--- config.mk ---
export PLATFORM = sky130hd
export DESIGN_NAME = rel_branch_unit
export DESIGN_NICKNAME = d
export VERILOG_FILES = /design/src/rtl/brc_pkg.sv /design/src/rtl/brc_cond_eval.sv /design/src/rtl/brc_target_add.sv /design/src/rtl/brc_out_stage.sv /design/src/rtl/rel_branch_unit.sv
export SDC_FILE = /design/constraint.sdc
export NUM_CORES = 1
export LEC_CHECK = 0
export BUFFER_PORTS_ARGS = -buffer_cell sky130_fd_sc_hd__clkbuf_2
export CELL_PAD_IN_SITES_DETAIL_PLACEMENT = 0
export CELL_PAD_IN_SITES_GLOBAL_PLACEMENT = 1
export CORE_MARGIN = 3
export CORE_UTILIZATION = 35
export DETAILED_ROUTE_END_ITERATION = 10
export PLACE_DENSITY = 0.75
export SYNTH_ARGS = -nofsm -noshare
export SYNTH_HDL_FRONTEND = slang
export SYNTH_HIERARCHICAL = 1
export SYNTH_SLANG_ARGS = --single-unit
--- constraint.sdc ---
create_clock -name clk -period 2.5 [get_ports clk]
set_input_delay 0.5 -clock clk [delete_from_list [all_inputs] [get_ports clk]]
set_output_delay 0.5 -clock clk [all_outputs]
set_load 0.05 [all_outputs]
--- src/rtl/brc_pkg.sv ---
package brc_pkg;
  // flag bit positions inside the packed flag input
  localparam int FLG_C = 0;
  localparam int FLG_V = 1;
  localparam int FLG_Z = 2;
  localparam int FLG_N = 3;
  localparam int FLG_W = 4;

  // opcode group for conditional relative branches (upper nibble)
  localparam logic [3:0] REL_GROUP = 4'h2;
  // branch to subroutine
  localparam logic [7:0] SUBR_OP = 8'h8D;

  typedef struct packed {
    logic taken;
    logic push;
    logic invalid;
  } brc_decision_t;
endpackage

--- src/rtl/brc_cond_eval.sv ---
module brc_cond_eval
  import brc_pkg::*;
#(
  parameter int OP_W = 8
) (
  input  logic [OP_W-1:0]  opcode,
  input  logic [FLG_W-1:0] flags,
  output brc_decision_t    dec
);
  localparam int N_BASE = 8;

  logic n_f, z_f, v_f, c_f, sgn_lt;
  logic [N_BASE-1:0] base;
  logic is_rel, is_sub;

  assign n_f = flags[FLG_N];
  assign z_f = flags[FLG_Z];
  assign v_f = flags[FLG_V];
  assign c_f = flags[FLG_C];
  assign sgn_lt = n_f ^ v_f;

  // each even opcode tests a "clear" condition; the odd neighbour inverts it
  always_comb begin
    base[0] = 1'b1;
    base[1] = ~(c_f | z_f);
    base[2] = ~c_f;
    base[3] = ~z_f;
    base[4] = ~v_f;
    base[5] = ~n_f;
    base[6] = ~sgn_lt;
    base[7] = ~(z_f | sgn_lt);
  end

  assign is_rel = (opcode[7:4] == REL_GROUP);
  assign is_sub = (opcode == SUBR_OP);

  always_comb begin
    dec.taken   = is_sub | (is_rel & (base[opcode[3:1]] ^ opcode[0]));
    dec.push    = is_sub;
    dec.invalid = ~(is_rel | is_sub);
  end
endmodule

--- src/rtl/brc_target_add.sv ---
module brc_target_add #(
  parameter int PC_W   = 16,
  parameter int DISP_W = 8
) (
  input  logic [PC_W-1:0]   pc,
  input  logic [DISP_W-1:0] disp,
  output logic [PC_W-1:0]   target
);
  localparam int EXT_W = PC_W - DISP_W;

  logic [PC_W-1:0] disp_ext;

  generate
    if (EXT_W > 0) begin : g_ext
      assign disp_ext = {{EXT_W{disp[DISP_W-1]}}, disp};
    end else begin : g_trunc
      assign disp_ext = disp[PC_W-1:0];
    end
  endgenerate

  // wraps modulo 2^PC_W by width truncation
  assign target = pc + disp_ext;
endmodule

--- src/rtl/brc_out_stage.sv ---
module brc_out_stage #(
  parameter int PAY_W = 8
) (
  input  logic             clk,
  input  logic             rst_n,
  input  logic             up_valid,
  output logic             up_ready,
  input  logic [PAY_W-1:0] up_data,
  output logic             dn_valid,
  input  logic             dn_ready,
  output logic [PAY_W-1:0] dn_data
);
  logic             vld_q;
  logic [PAY_W-1:0] dat_q;

  assign up_ready = ~vld_q | dn_ready;

  always_ff @(posedge clk) begin
    if (!rst_n) begin
      vld_q <= 1'b0;
      dat_q <= '0;
    end else if (up_valid && up_ready) begin
      vld_q <= 1'b1;
      dat_q <= up_data;
    end else if (dn_ready) begin
      vld_q <= 1'b0;
    end
  end

  assign dn_valid = vld_q;
  assign dn_data  = dat_q;
endmodule

--- src/rtl/rel_branch_unit.sv ---
module rel_branch_unit
  import brc_pkg::*;
#(
  parameter int OP_W   = 8,
  parameter int PC_W   = 16,
  parameter int DISP_W = 8
) (
  input  logic              clk,
  input  logic              rst_n,
  input  logic              in_valid,
  output logic              in_ready,
  input  logic [OP_W-1:0]   in_opcode,
  input  logic [FLG_W-1:0]  in_flags,
  input  logic [PC_W-1:0]   in_pc,
  input  logic [DISP_W-1:0] in_disp,
  output logic              out_valid,
  input  logic              out_ready,
  output logic              out_taken,
  output logic [PC_W-1:0]   out_next_pc,
  output logic              out_push,
  output logic [PC_W-1:0]   out_ret_addr,
  output logic              out_invalid
);
  localparam int PAY_W = 3 + 2 * PC_W;

  brc_decision_t   dec;
  logic [PC_W-1:0] target;
  logic [PC_W-1:0] next_pc;
  logic [PAY_W-1:0] pay_in, pay_out;

  brc_cond_eval #(.OP_W(OP_W)) u_cond (
    .opcode (in_opcode),
    .flags  (in_flags),
    .dec    (dec)
  );

  brc_target_add #(.PC_W(PC_W), .DISP_W(DISP_W)) u_add (
    .pc     (in_pc),
    .disp   (in_disp),
    .target (target)
  );

  assign next_pc = dec.taken ? target : in_pc;
  assign pay_in  = {dec.taken, dec.push, dec.invalid, next_pc, in_pc};

  brc_out_stage #(.PAY_W(PAY_W)) u_stage (
    .clk      (clk),
    .rst_n    (rst_n),
    .up_valid (in_valid),
    .up_ready (in_ready),
    .up_data  (pay_in),
    .dn_valid (out_valid),
    .dn_ready (out_ready),
    .dn_data  (pay_out)
  );

  assign {out_taken, out_push, out_invalid, out_next_pc, out_ret_addr} = pay_out;
endmodule

==> reports/qor.yml <==
outcome:
  status: "completed"
setup_path:
  cp_slowest_cell: "a311o_1"
  crit_path_max_fanout: 3
  worstPathRequired_ns: 2.65
  crit_chain: "clkbuf_2 > ha_2 > fa_2 > a21oi_4 > o221ai_4 > a311o_1 > nand4_1 > o311ai_1 > mux2_4 > nand2_1 > mux2i_1"
  worstSetupStartpointType: "input port"
  arrival_ns: 2.52
  critical-path-max-stage-delay_ns: 0.42
  crit_type: "input port to flop"
  critPathCaptureType: "flop"
finish:
  nets: 458
  syn_to_final_growth_pct: 28.7
  stdcell_count: 502
  diodes: 0
  final_cell_mix: "clkbuf_2 (76), nand2_1 (76), buf_4 (37)"
  drive_gt1_share_pct: 37.0
synth:
  synth_xor_area_share_pct: 4.53
  synthSimpleGateAreaFrac_pct: 19.6
  synthFlopType: "dfxtp_1"
  syn_area_per_cell_um2: 9.05
  synthArstFlopShare_pct: 0
  synth_top_family_by_area: "multiplexers"
  yosys.area_share.adder_pct: 7.68
  synth-seq-area-share_pct: 26.6
  synth_edf_count: 0
  ys_warn_count: 6
  synthMuxAreaShare_pct: 21.0
  synth_compound_area_share_pct: 13.0
  synth_area_um2: 2710
  synthCells: 299
  syn_nets: 355
  ys_types: 51
  synth_seq_cells: 36
clocking:
  ctsLongestPathBuffers: 2
  cts_sinks: 36
  root_buffer: "clkbuf_8"
  numCtsBuffers: 5
  ctsResizeCount: 0
  clk_latency_ns: 0.29
  htree_num_levels: 2
  cts.hold.buffers_added: 0
  cts_tree: "built"
  post-cts-setup-buffers: 0
  clkTransAtPathRegs_ns: 0.07
sta:
  fin_skew_ns: 0.00442
  period_share_pct: 94.6
  tightestPinTransition_ns: 0.624
  finalMaxSlewViolations: 0
  timing.final.crit_period_ns: 2.36
  holdWs_ns: 0.445
  relSlewSlack_pct: 58.4
  fmax_ghz: 0.423
  setup_viol: 0
  hold_viol_final: 0
  rsz0062_at_grt: "false"
placed_design:
  gp_congestion: 0.776
  portBuffers: 76
  dp_hpwl_mm: 5.16
  numPlacedInstances: 494
pwr:
  power.leakage_nw: 1.67
  cellPowerDensity_nw_per_um2: 533
  irDropWorstVdd_uv: 223
global_route:
  first_global_vias: 2376
  grt_pass1_wl_mm: 11.0
  grtUsageTotal_pct: 15.4
  antenna_found_initial: 0
  grt_overflow_total: 0
  grt_max_degree: 48
run:
  max_cap_viol_count: 0
detailed_routing:
  wirelength_mm: 6.56
  wl_per_cell_um: 13.1
  via_per_inst: 4.79
  drt_iter0_markers: 72
  drt_pass1_iterations: 5
  antenna_left: 0
  drc: 0
  dr_total_vias: 2407
floorplan:
  die_h_um: 93.9
  core_area_um2: 7370
  ios: 77
  rows: 31
  die_area_um2: 8820
  initial_core_util_pct: 36.7
  die_x_um: 93.9
min_path:
  min_path_type: "input port to flop"
cell usage after synthesis (3+ instances only):
cell type / n / area [µm²]
mux2i_1: 35 / 350
o311ai_1: 3 / 26.3
xnor2_1: 6 / 52.6
dfxtp_1: 36 / 721
o21ai_1: 3 / 15.0
mux2_4: 10 / 150
inv_1: 7 / 26.3
ha_1: 15 / 188
o211ai_1: 3 / 22.5
nor4_1: 3 / 18.8
nor3_1: 6 / 30.0
nand2b_1: 5 / 31.3
nor2_1: 5 / 18.8
a21o_1: 3 / 22.5
nand3_1: 4 / 20.0
nand2_1: 76 / 285
buf_2: 4 / 20.0
clkbuf_1: 7 / 26.3
a221oi_1: 3 / 26.3
a21oi_1: 6 / 30.0
buf_12: 5 / 100
o21ai_0: 4 / 20.0
mux2_2: 6 / 67.6
xor2_1: 8 / 70.1
critical path: cells and delay by family:
| kind | cells | cell delay (ns) |
|---|---|---|
| buffers and inverters | 1 | 0.10 |
| adders and majority gates | 2 | 0.59 |
| muxes | 2 | 0.33 |
| and+or+nand+nor | 2 | 0.17 |
| AOI/OAI and AO/OA | 4 | 0.82 |
final cells by class:
type / count / area [µm²]
fillers: 745 / 3890
multi-input cells: 237 / 1790
flip-flops and latches: 36 / 721
well taps: 99 / 124
inverters: 7 / 26.3
clock buffers: 7 / 96.3
clock inverters: 1 / 30.0
repair buffers: 115 / 698
registers in the layout, summed over array words and instances (netlist names):
signal and cells:
u_stage/dn_valid 1, u_stage/dn_data 35
where the power goes:
part / switching, W / total (W) / internal, W
combinational: 0.000387 / 0.000659 / 0.000272
clock: 0.000214 / 0.000566 / 0.000352
sequential: 0.0000208 / 0.000633 / 0.000612
logic make-up after synthesis:
family | after synthesis
and+or+nand+nor | 115
AOI/OAI and AO/OA | 41
adders and majority gates | 16
DFF | 36
muxes | 51
buffers and inverters | 26
xor gates and xnor gates | 14
metal layers:
layer	track usage (%)	vias up	part of all wire [%]
met1	21.3	1095	51
met4	4.69	0	1.2
met2	24.7	43	45
met3	2.24	9	3.4
met5	0	-	0
li1	-	1260	-
through the flow:
step	util, %	TNS (ns)	power, W	area (µm²)	setup WS [ns]
2_1_floorplan	-	0	0.00111	2710	0.0260
3_5_place_dp	45.5	-0.569	0.00131	3360	-0.167
6_report	47.2	0	0.00186	3480	0.135
4_1_cts	47.2	0	0.00189	3480	0.134
5_1_grt	47.2	0	0.00196	3480	0.0261
3_3_place_gp	45.5	-0.433	0.00130	3360	-0.136
worst paths after layout:
kind / from / to / slack, ns / cells after the start
worst max-delay path: in_pc[0] / u_stage/dn_data[28] / 0.14 / 11
worst min-delay path: in_valid / u_stage/dn_valid / 0.45 / 3
worst max register to register: u_stage/dn_valid / u_stage/dn_data[9] / 1.17 / 3
worst min register to register: u_stage/dn_data[20] / u_stage/dn_data[20] / 0.46 / 2
Power figures use the tool's default switching activity.
